===== config.mk =====
export PLATFORM = sky130hd
export DESIGN_NAME = dpbusy_arb
export DESIGN_NICKNAME = d
export VERILOG_FILES = /design/src/rtl/dpbusy_arb.sv
export SDC_FILE = /design/constraint.sdc
export NUM_CORES = 1
export LEC_CHECK = 0
export BUFFER_PORTS_ARGS = -buffer_cell sky130_fd_sc_hd__buf_2
export CELL_PAD_IN_SITES_DETAIL_PLACEMENT = 2
export CELL_PAD_IN_SITES_GLOBAL_PLACEMENT = 2
export CORE_UTILIZATION = 30
export CTS_BUF_LIST = sky130_fd_sc_hd__clkbuf_16
export CTS_CLUSTER_DIAMETER = 30
export DETAILED_ROUTE_END_ITERATION = 8
export HOLD_SLACK_MARGIN = 0.06
export PLACE_DENSITY = 0.73
export SLEW_MARGIN = 15
export SYNTH_ARGS = -nofsm -noshare
export SYNTH_HDL_FRONTEND = slang
export SYNTH_SLANG_ARGS = --single-unit

===== constraint.sdc =====
create_clock -name clk -period 1.6 [get_ports clk]
set_input_delay 0.16 -clock clk [delete_from_list [all_inputs] [get_ports clk]]
set_output_delay 0.16 -clock clk [all_outputs]
set_load 0.01 [all_outputs]

===== src/rtl/dpbusy_arb.sv =====
module dpbusy_arb #(
  parameter int AW = 13
) (
  input  logic          clk,
  input  logic          rst_n,
  input  logic          master_mode,
  input  logic          l_en,
  input  logic          l_wr,
  input  logic [AW-1:0] l_addr,
  input  logic          r_en,
  input  logic          r_wr,
  input  logic [AW-1:0] r_addr,
  input  logic          l_busy_in,
  input  logic          r_busy_in,
  output logic          l_busy_out,
  output logic          r_busy_out,
  output logic          l_wr_ok,
  output logic          r_wr_ok
);

  logic          pl_en, pr_en;
  logic [AW-1:0] pl_addr, pr_addr;
  logic          lb_q, rb_q;
  logic          lb_d, rb_d;

  wire clash  = l_en && r_en && (l_addr == r_addr);
  wire l_stay = pl_en && (pl_addr == l_addr);
  wire r_stay = pr_en && (pr_addr == r_addr);
  wire held   = (lb_q || rb_q) && l_stay && r_stay;

  always_comb begin
    lb_d = 1'b0;
    rb_d = 1'b0;
    if (master_mode && clash) begin
      if (held) begin
        lb_d = lb_q;
        rb_d = rb_q;
      end else if (r_stay && !l_stay) begin
        lb_d = 1'b1;
      end else begin
        rb_d = 1'b1;
      end
    end
  end

  always_ff @(posedge clk) begin
    if (!rst_n) begin
      pl_en   <= 1'b0;
      pr_en   <= 1'b0;
      pl_addr <= '0;
      pr_addr <= '0;
      lb_q    <= 1'b0;
      rb_q    <= 1'b0;
    end else begin
      pl_en   <= l_en;
      pr_en   <= r_en;
      pl_addr <= l_addr;
      pr_addr <= r_addr;
      lb_q    <= lb_d;
      rb_q    <= rb_d;
    end
  end

  wire l_busy_eff = master_mode ? lb_q : l_busy_in;
  wire r_busy_eff = master_mode ? rb_q : r_busy_in;

  assign l_busy_out = master_mode && lb_q;
  assign r_busy_out = master_mode && rb_q;
  assign l_wr_ok    = l_en && l_wr && !l_busy_eff;
  assign r_wr_ok    = r_en && r_wr && !r_busy_eff;

  AST_ONE_LOSER: assert property (@(posedge clk) disable iff (!rst_n)
    !(lb_q && rb_q));
  AST_NO_CLASH_CLEARS: assert property (@(posedge clk) disable iff (!rst_n)
    !clash |=> (!lb_q && !rb_q));
  AST_CLASH_DECIDES: assert property (@(posedge clk) disable iff (!rst_n)
    (master_mode && clash) |=> (lb_q != rb_q));
  AST_HOLD_WINNER: assert property (@(posedge clk) disable iff (!rst_n)
    (master_mode && clash && lb_q && l_stay && r_stay) |=> lb_q);
  AST_SLAVE_GATE: assert property (@(posedge clk) disable iff (!rst_n)
    (!master_mode && r_busy_in) |-> !r_wr_ok);

endmodule


==> key figures <==
Die
  – Total core area: roughly 0.0041 mm²
  – Initial core utilization: 32.0%
  – Chip height: 68.0 µm
  – Die ar.: ~0.0046 mm²
  – Die W: just under 70 µm
  – Row count: 23
  – I/O pin total: 39

Timing
  – Slew HR: 68.5%
  – Worst Skew: ~0.0055 ns
  – Unrepaired setup endpoints after global routing: true
  – Final setup vio count: 1
  – Max-slew violations: 0
  – Crit share post-route: 100%
  – Tmin final: approximately 1.6 ns
  – Hold Vio Cnt, Final: 0
  – Fmax: 623 MHz
  – Final WS setup: -0.00599 ns
  – Slew @ Worst Pin: about 0.47 ns

Clock tree
  – Clock latency on the worst-skew pair: roughly 0.27 ns
  – Clk slew on worst S/H paths: 0.05 ns
  – H-tree Lvls: 2
  – Post-CTS Hold Fix Bufs: 0
  – CTS tree: yes
  – CTS sink count: 30
  – Clk buf depth: 2
  – CTS root buf: clkbuf_16
  – PostCTS Resize Cnt: 0
  – CTS buffer count: 5
  – Post-CTS setup buffers: 0

Layout
  – Most common cell after layout, fill and taps aside: buf_2
  – Fraction of layout instances using a drive strength above 1: between 30% and 40%
  – Util after Layout: 42.5%
  – Most frequent cells in the layout: buf_2 (38), and2_1 (30), dfxtp_1 (29), xnor2_1 (19), xor2_1 (17)
  – # nets final: 210
  – Count of non-filler cells in the finished layout: 226
  – Fillers: 464
  – ANT cells: 0
  – Synth-to-Final Area Change: 32.9%

Critical path
  – R2R Path End: lb_q$_SDFFE_PN0N_
  – Max incr delay on CP: between 0.5 and 0.6 ns
  – R2R setup slack: -0.006 ns
  – CP Data Arrival Time: 1.76 ns
  – Worst setup SP type: flip-flop
  – Crit path max fanout: 2
  – Crit path capture type: flip-flop
  – Slowest cell on crit path: or4b_4
  – Cells on worst reg2reg path: 4
  – Crit path cell chain: xnor2_1 -> nand2_1 -> or4b_4 -> o311a_1
  – Critical path start-end classification: reg -> reg
  – CP required: 1.75 ns
  – R2R Path Start: pl_addr[2]$_SDFF_PN0_
  – Buf/Inv on CP: 0
  – Critical path's top delay family: simple AND/OR/NAND/NOR gates

Logic synthesis
  – Synth Area per Inst: approximately 10 µm²
  – Synth warn: 0
  – Mapped Cells: about 130
  – Synthesized net count: 166
  – Seq/Total Area, Yosys: 46.0%
  – Syn Std Cell Area: ~0.0013 mm²
  – FF+latch count, synth: 30
  – Library cells used by synthesis: 23

Global route
  – Grt total ovfl: 0
  – Largest net degree at the start of global routing: 28
  – All-Layer GR Usage: roughly 17%
  – First-pass GRT wire length: between 5000 and 6000 µm
  – Initial antenna violation count: 0
  – Vias in the first global route: between 1,000 and 1,500

Placed design
  – Placed Cells incl. Taps: between 200 and 250
  – Dpl ws: 0.0767 ns
  – Placer Congestion: 0.720
  – Number of port buffers: 38
  – Hpwl dp: 2660 µm

Worst hold path
  – Hold Crit Class: in -> reg
  – WHS Endpoint: pl_addr[5]$_SDFF_PN0_
  – Worst hold path startpoint: l_addr[5]
  – Cell depth of the worst hold path: 2

Detailed routing
  – Drc violations: 0
  – TritonRoute pass-1 iters: 4
  – Final ANT Viol Nets: 0
  – Routed vias: 1,058
  – Wire per inst: 15.4 µm
  – Average via count per standard cell: 4.68
  – Starting DRT DRC Count: 5
  – Post-Route WL: about 3500 µm

Power and ir drop
  – P_leak: 0.740 nW
  – Total chip power: 1.89 mW
  – P per Cell Area: ~1100 mW/mm²
  – Peak VDD IR: 0.522 mV

Outcome
  – Failing checks: setup timing
  – Outcome: finished, violations left

Job
  – Max_cap viols: 0
-- per-layer routing --
layer	share of wire [%]	GRT usage [%]	vias up
met2	53	30.6	28
met3	4.3	3.50	7
met5	0	0	-
li1	-	-	514
met4	1.3	7.81	0
met1	41	17.8	509
-- registers in the layout (all words and copies together), names as in the netlist --
| name | count |
|---|---|
| pr_en | 1 |
| pr_addr | 13 |
| pl_en | 1 |
| rb_q | 1 |
| lb_q | 1 |
| pl_addr | 13 |
-- report_power, final --
group | switching, mW | internal (mW) | total (mW)
Clock | 0.302 | 0.559 | 0.861
Combinational | 0.113 | 0.112 | 0.225
Sequential | 0.0164 | 0.787 | 0.804
-- stage by stage --
| stage | hold WS [ns] | TNS [ns] | instance area (µm²) |
|---|---|---|---|
| 4_1_cts | 0.137 | 0 | 1700 |
| 3_3_place_gp | 0.414 | 0 | 1560 |
| 6_report | 0.139 | -0.00599 | 1740 |
| 5_1_grt | 0.155 | -0.0664 | 1740 |
| 3_5_place_dp | 0.421 | 0 | 1560 |
| 2_1_floorplan | 0.282 | 0 | 1310 |
-- final cells by class --
cell class                      instances  area [µm²]  share of cell area, %
Clock inverter                          3        12.5                  0.721
Timing Repair Buffer                   39         198                   11.4
Clock buffer                            5         125                   7.21
Sequential cell                        30         602                   34.7
Multi-Input combinational cell         96         724                   41.7
Tap cell                               50        62.6                   3.60
Inverter                                3        11.3                  0.649
-- cells by family after synthesis --
| kind of cell | after synthesis | synth area share, % |
|---|---|---|
| flops | 30 | 46.0 |
| compound gates | 5 | 2.97 |
| simple gates | 55 | 25.5 |
| xor+xnor | 36 | 24.1 |
| buf+inv | 5 | 1.44 |
-- cell usage after synthesis --
cell type | number | area share [%]
nand3_1 | 1 | 0.38
nor4_1 | 6 | 2.9
nand2_1 | 5 | 1.4
o21ai_0 | 1 | 0.38
o31ai_1 | 1 | 0.57
nor2b_1 | 3 | 1.4
nand4_1 | 4 | 1.9
dfxtp_1 | 30 | 46
and2_1 | 30 | 14
nand2b_1 | 1 | 0.48
a22oi_1 | 1 | 0.57
and2_2 | 1 | 0.57
nand2_2 | 1 | 0.48
inv_1 | 1 | 0.29
o311a_1 | 1 | 0.77
or4b_1 | 1 | 0.77
clkinv_1 | 1 | 0.29
nor3_1 | 2 | 0.77
o221ai_1 | 1 | 0.67
xnor2_1 | 19 | 13
xor2_1 | 17 | 11
clkbuf_1 | 2 | 0.57
inv_2 | 1 | 0.29
-- worst max-delay path by stage --
stage	startpoint	end	slack, ns	cells after the start
finish	pl_addr[2]$_SDFF_PN0_	lb_q$_SDFFE_PN0N_	-0.006	4
global route	pl_addr[2]$_SDFF_PN0_	rb_q$_SDFFE_PN0N_	-0.04	5
CTS	pl_addr[6]$_SDFF_PN0_	lb_q$_SDFFE_PN0N_	0.04	4
detailed placement	pl_addr[6]$_SDFF_PN0_	lb_q$_SDFFE_PN0N_	0.08	4
global placement	pl_addr[6]$_SDFF_PN0_	lb_q$_SDFFE_PN0N_	0.14	4
floorplan	pl_addr[6]$_SDFF_PN0_	lb_q$_SDFFE_PN0N_	0.16	4
(Power assumes the default switching activity.)
